$ cat config.mk
export PLATFORM = sky130hd
export DESIGN_NAME = cegate_top
export DESIGN_NICKNAME = d
export VERILOG_FILES = /design/src/rtl/cegate_pkg.sv /design/src/rtl/cegate_datapath.sv /design/src/rtl/cegate_ctrl.sv /design/src/rtl/cegate_top.sv
export SDC_FILE = /design/constraint.sdc
export NUM_CORES = 1
export LEC_CHECK = 0
export ABC_CLOCK_PERIOD_IN_PS = 1300
export BUFFER_PORTS_ARGS = -buffer_cell sky130_fd_sc_hd__buf_2
export CORE_AREA = 10 10 47 49
export DETAILED_ROUTE_END_ITERATION = 12
export DIE_AREA = 0 0 57 59
export GPL_TIMING_DRIVEN = 1
export PLACE_DENSITY = 0.48
export SKIP_LAST_GASP = 1
export SLEW_MARGIN = 10
export SYNTH_ARGS = -nofsm -noshare
export SYNTH_HDL_FRONTEND = slang
export SYNTH_SLANG_ARGS = --single-unit
$ cat constraint.sdc
create_clock -name clk -period 1.3 [get_ports clk]
set_clock_uncertainty 0.2 [all_clocks]
set_input_delay 0.26 -clock clk [delete_from_list [all_inputs] [get_ports clk]]
set_output_delay 0.26 -clock clk [all_outputs]
set_load 0.05 [all_outputs]
$ cat src/rtl/cegate_pkg.sv
package cegate_pkg;

  typedef enum logic [1:0] {
    GATE_OPEN   = 2'd0,
    GATE_DRAIN  = 2'd1,
    GATE_CLOSED = 2'd2
  } gate_state_t;

  // strobes from the control FSM to the datapath
  typedef struct packed {
    logic clearCount;
    logic countEn;
    logic passEn;
  } gate_strobe_t;

endpackage

$ cat src/rtl/cegate_datapath.sv
module cegate_datapath
  import cegate_pkg::*;
#(
  parameter int TIMEOUT_US = 10
) (
  input  logic         clk,
  input  logic         rstN,
  input  logic         usTick,
  input  logic         ceInN,
  input  gate_strobe_t strobe,
  output logic         timeoutHit,
  output logic         ceOutN
);

  localparam int CNT_W = $clog2(TIMEOUT_US + 1);
  localparam logic [CNT_W-1:0] LAST_CNT = CNT_W'(TIMEOUT_US - 1);

  logic [CNT_W-1:0] tickCount;

  assign timeoutHit = strobe.countEn && usTick && (tickCount == LAST_CNT);

  always_ff @(posedge clk or negedge rstN) begin
    if (!rstN) begin
      tickCount <= '0;
    end else if (strobe.clearCount) begin
      tickCount <= '0;
    end else if (strobe.countEn && usTick && !timeoutHit) begin
      tickCount <= tickCount + 1'b1;
    end
  end

  // pass-through is combinational; closed forces inactive high
  assign ceOutN = strobe.passEn ? ceInN : 1'b1;

  // the window counter never runs past its last value
  p_count_bound_r5: assert property (@(posedge clk) disable iff (!rstN)
    tickCount <= LAST_CNT);

  // outside a drain the count is back at zero on the next cycle
  p_count_clear_r8: assert property (@(posedge clk) disable iff (!rstN)
    strobe.clearCount |=> (tickCount == '0));

endmodule

$ cat src/rtl/cegate_ctrl.sv
module cegate_ctrl
  import cegate_pkg::*;
(
  input  logic         clk,
  input  logic         rstN,
  input  logic         resetActive,
  input  logic         ceInN,
  input  logic         timeoutHit,
  output gate_strobe_t strobe,
  output logic         gateClosed
);

  gate_state_t state, stateNext;

  always_comb begin
    stateNext = state;
    unique case (state)
      GATE_OPEN: begin
        if (resetActive) stateNext = ceInN ? GATE_CLOSED : GATE_DRAIN;
      end
      GATE_DRAIN: begin
        if (!resetActive)             stateNext = GATE_OPEN;
        else if (ceInN || timeoutHit) stateNext = GATE_CLOSED;
      end
      GATE_CLOSED: begin
        if (!resetActive && ceInN) stateNext = GATE_OPEN;
      end
      default: stateNext = GATE_CLOSED;
    endcase
  end

  always_ff @(posedge clk or negedge rstN) begin
    if (!rstN) state <= GATE_CLOSED;
    else       state <= stateNext;
  end

  always_comb begin
    strobe.passEn     = (state != GATE_CLOSED);
    strobe.countEn    = (state == GATE_DRAIN);
    strobe.clearCount = (state != GATE_DRAIN);
  end

  assign gateClosed = (state == GATE_CLOSED);

  // idle strobe at reset entry closes the gate on the next edge
  p_idle_entry_r3: assert property (@(posedge clk) disable iff (!rstN)
    (state == GATE_OPEN && resetActive && ceInN) |=> gateClosed);

  // closed stays closed while reset holds
  p_hold_closed_r6: assert property (@(posedge clk) disable iff (!rstN)
    (gateClosed && resetActive) |=> gateClosed);

  // opening only happens from a released reset with strobe high
  p_reopen_r7: assert property (@(posedge clk) disable iff (!rstN)
    $fell(gateClosed) |-> $past(!resetActive && ceInN));

endmodule

$ cat src/rtl/cegate_top.sv
module cegate_top
  import cegate_pkg::*;
#(
  parameter int TIMEOUT_US = 10
) (
  input  logic clk,
  input  logic rstN,
  input  logic usTick,
  input  logic resetActive,
  input  logic ceInN,
  output logic ceOutN,
  output logic gateClosed
);

  gate_strobe_t strobe;
  logic         timeoutHit;

  cegate_ctrl u_ctrl (
    .clk        (clk),
    .rstN       (rstN),
    .resetActive(resetActive),
    .ceInN      (ceInN),
    .timeoutHit (timeoutHit),
    .strobe     (strobe),
    .gateClosed (gateClosed)
  );

  cegate_datapath #(.TIMEOUT_US(TIMEOUT_US)) u_dp (
    .clk       (clk),
    .rstN      (rstN),
    .usTick    (usTick),
    .ceInN     (ceInN),
    .strobe    (strobe),
    .timeoutHit(timeoutHit),
    .ceOutN    (ceOutN)
  );

  // a closed gate always presents an inactive strobe
  p_closed_high_r2: assert property (@(posedge clk) disable iff (!rstN)
    gateClosed |-> ceOutN);

  // out of reset with the gate open, the strobe passes unchanged
  p_follow_r1: assert property (@(posedge clk) disable iff (!rstN)
    (!resetActive && !gateClosed) |-> (ceOutN == ceInN));

endmodule

; After elaboration in Yosys (flattened, before gate mapping)
; Cells that the tools add are included.
[op_classes]
n_reduce_logical = 10
addsub = 1
n_mux = 9
eq_ne = 8
[ops]
columns = operator, n
row1 = two-way mux 2 bit, 5
row2 = two-way mux 4 bit, 2
row3 = one-hot mux 2 bit (3 select lines), 1
row4 = "adder 4 x 1 -> 4 bit, second input constant", 1
row5 = "equality test 4 bit, second input constant", 1
row6 = logical AND 1 bit, 4
row7 = "!= test 2 x 1 -> 1 bit, second input constant", 2
row8 = "!= test 2 bit, second input constant", 2
row9 = "!= test 3 bit, second input constant", 1
row10 = AND reduction 3 bit, 1
row11 = "equality test 2 x 1 -> 1 bit, second input constant", 1
row12 = "equality test 2 bit, second input constant", 1
row13 = zero test 1 bit, 2
row14 = zero test 2 bit, 1
row15 = nonzero test 2 bit, 1
row16 = logical OR 1 bit, 1
row17 = two-way mux 1 bit, 1
[totals]
regBits = 6
output_inout_bits = 2
word_cells = 30
in_bits = 5

; Longest topological paths before layout
[logic_depth]
word_depth = 7
ltp_mapped = 5

; By module
; Synthesis repeated with hierarchy kept, for this count alone.
[hier_totals]
cells_unflattened = 39
area_unflattened_um2 = 355.3
[by_module_without_submodules]
columns = module, seq_area_each_um2, cells_per_inst, area_each_um2, instances
row1 = cegate_datapath, 100.1, 26, 246.5, 1
row2 = cegate_ctrl, 51.3, 13, 108.9, 1

; Worst setup path after synthesis
; OpenSTA, ideal clock, no wires.
[synth_timing]
path_type = flip-flop to output port
from = register u_ctrl.state[1]
to = output port ceOutN
n_path_buf = 0
stages_incl_launch_ff = 3
arrival_ns = 1.684
setup_slack_ns = -0.844
cell_sequence = dfstp_2 nor2b_1 or2_2
[synth_between]
elab_chain_cells = 2
[synth_lines]
columns = element, line_no
row1 = start: declaration, cegate_ctrl.sv:13  ; gate_state_t state, stateNext;
row2 = start signal: assignment, cegate_ctrl.sv:34  ; else state <= stateNext;
row3 = != test 2 bit, cegate_ctrl.sv:38  ; strobe.passEn = (state != GATE_CLOSED);
row4 = two-way mux 1 bit, cegate_datapath.sv:33  ; assign ceOutN = strobe.passEn ? ceInN : 1'b1;
row5 = end: declaration, cegate_top.sv:11  ; output logic ceOutN,
; Every way passes these cells.

; Worst setup path after layout
; Same ends and word-level chain as after synthesis.

==> reports/metrics.yaml <==
cts.sinks: 6
fp.coreArea_um2: 1400
rows: 14
grt_pass1_vias: 332
violations: "negative setup slack"
place_congestion: 0.692
drive_gt1_share_pct: 50.0
cp_max_fo: 2
cts_max_path_buffers: 2
worst_slack_ns: -0.318
rsz0062_at_grt: "yes"
path_buf_inv: 1
regToRegSetupSlack_ns: -0.17
syn_area_per_cell_um2: 9.90
syn_area_um2: 347
drc: 0
final_cell_area_um2: 549
worstHoldPathType: "input pin to flip-flop"
synthTopCellsByArea: "dfrtp_1 (36%), dfstp_2 (7.6%), ha_1 (7.2%)"
fin_crit_sh_pct: 124
io_buffers: 6
diodes: 0
areaGrowthSynthToFinish_pct: 58.5
cts_buffers: 3
die_w_um: 57
detail-route-antenna-nets: 0
clkTransAtPathRegs_ns: 0.04
antenna_found_initial: 0
max-slew-margin-rel_pct: 89.0
cts_tree: "done"
synth_top_area_cell: "dfrtp_1"
p_per_area_nw_per_um2: 952
nets: 62
initial_core_util_pct: 24.7
max-cap-violations: 0
vias: 315
synth_edf_count: 0
wl_per_cell_um: 11.5
dieArea_um2: 3360
fp.dieH_um: 59
root_buffer: "clkbuf_4"
dp_slack_ns: -0.164
worstSkewPairLatency_ns: 0.25
synth_cell_type_count: 22
maxSlewViolCount: 0
totalWireLength_um: 806
grt-ovfl-total: 0
synth_top_area_share_pct: 36.1
first_pass_iters: 2
seq_area_frac_synth_pct: 43.7
slowest_stage: "dfstp_2"
synth_flop_cell: "dfrtp_1"
htreeDepth: 1
crit_path_end_kind: "primary output"
place_area_um2: 463
final_util_pct: 39.2
cp-start-kind: "flip-flop"
grt_pass1_wl_mm: 1.37
finalSetupViolations: 7
synth_seq_cells: 6
ir_worst_vdd_v: 0.000569
crit_chain: "nor2b_4 > or2_4 > buf_8"
dr.first_iter.drc_count: 3
gr-usage-all-layers_pct: 5.37
via_per_inst: 4.50
synth.net_count: 42
tightest_slew_ns: 0.164
timing_hold_violations_final: 0
ys_async_sr_fraction_pct: 100
hpwl_um: 611
power_leakage_nw: 0.285
cpLargestDelayFamily: "flip-flops"
synth_most_common_cell: "dfrtp_1"
ys_warn_count: 0
status: "complete, but fails checks"
io-pin-count: 7
synthTopCellsByCount: "dfrtp_1 (5), nand2_1 (4), a21oi_1 (3)"
layout_min_cycle_time_ns: 1.62
cpPeakStageDelay_ns: 0.52
synth_cells: 35
fmax_mhz: 618
worst_ep_arrival_time_ns: 1.16
critPathKind: "flip-flop to primary output"
cp.required_ns: 0.84
grt_max_degree: 8
through the flow:
| step | power, mW | hold WS [ns] | TNS (ns) | instances |
|---|---|---|---|---|
| final | 0.523 | 0.0791 | -1.17 | 70 |
| after global routing | 0.554 | 0.0786 | -1.49 | 70 |
| after detailed placement | 0.304 | -0.105 | -0.607 | 63 |
| after global placement | 0.303 | -0.105 | -0.577 | 63 |
| after floorplan | 0.265 | -0.236 | -0.556 | 35 |
| after CTS | 0.510 | 0.0768 | -1.07 | 69 |
state kept, by name (all words and copies together) (netlist names):
name / cells
u_ctrl.state: 2
u_dp.tickCount: 4
layer usage:
metal | vias up | part of all wire [%] | GRT usage, %
li1 | 159 | - | -
met1 | 148 | 44 | 4.91
met2 | 6 | 49 | 8.99
met3 | 2 | 5.0 | 3.43
met4 | 0 | 1.6 | 3.02
met5 | - | 0 | 0
worst paths after layout:
path,startpoint,to,cells past startpoint
min in group asynchronous,rstN,u_dp.tickCount[2],2
max in group asynchronous,rstN,u_ctrl.state[1],2
worst min register to register,u_dp.tickCount[2],u_dp.tickCount[2],2
worst min-delay path,resetActive,u_ctrl.state[0],2
worst max register to register,u_dp.tickCount[0],u_dp.tickCount[2],4
worst max-delay path,u_ctrl.state[1],ceOutN,3
final cells by class:
cell class,count,area [um2]
clock buffers,4,26.3
fillers,153,852
inverters,2,7.51
multi-input cells,27,216
flip-flops and latches,6,151
well taps,16,20.0
repair buffers,15,128
kinds of logic (layout without fill, tap and decap cells):
group | Yosys count | count (layout) | share of synthesized area, %
simple gates | 19 | 19 | 34.7
buf+inv | 2 | 21 | 2.17
flops | 6 | 6 | 43.7
xor+xnor | 1 | 1 | 2.53
fa+ha+maj | 2 | 2 | 7.22
compound gates | 5 | 5 | 9.75
cell usage in the layout, fill, tap and decap left out, types with 2 or more instances in the layout:
cell type,instances
buf_4,6
dfrtp_1,5
nand2_1,4
buf_2,4
a21oi_1,3
clkbuf_4,3
inv_1,2
nor2_1,2
buf_8,2
buf_6,2
power breakdown:
group          switching (mW)  total, mW  leakage [nW]  internal, mW
registers             0.00490      0.202        0.0796         0.197
logic                  0.0628      0.130         0.191        0.0670
clock network          0.0748      0.192        0.0150         0.117
timing repair:
action | 4_1_cts | 5_1_grt
hold buffers | 1 | 0
setup endpoints to repair | 7 | 8
buffers inserted | 1 | 1
pin swaps | 1 | 2
endpoints found under the hold margin | 6 | 0
resized for setup | 4 | 5
worst register-to-register path, stage by stage, from the launching register on:
cell      delay [ns]
dfrtp_1         0.41
ha_2            0.20
nand3b_4        0.10
or3b_1          0.37
a21oi_2         0.12
Power figures use the tool's default switching activity.
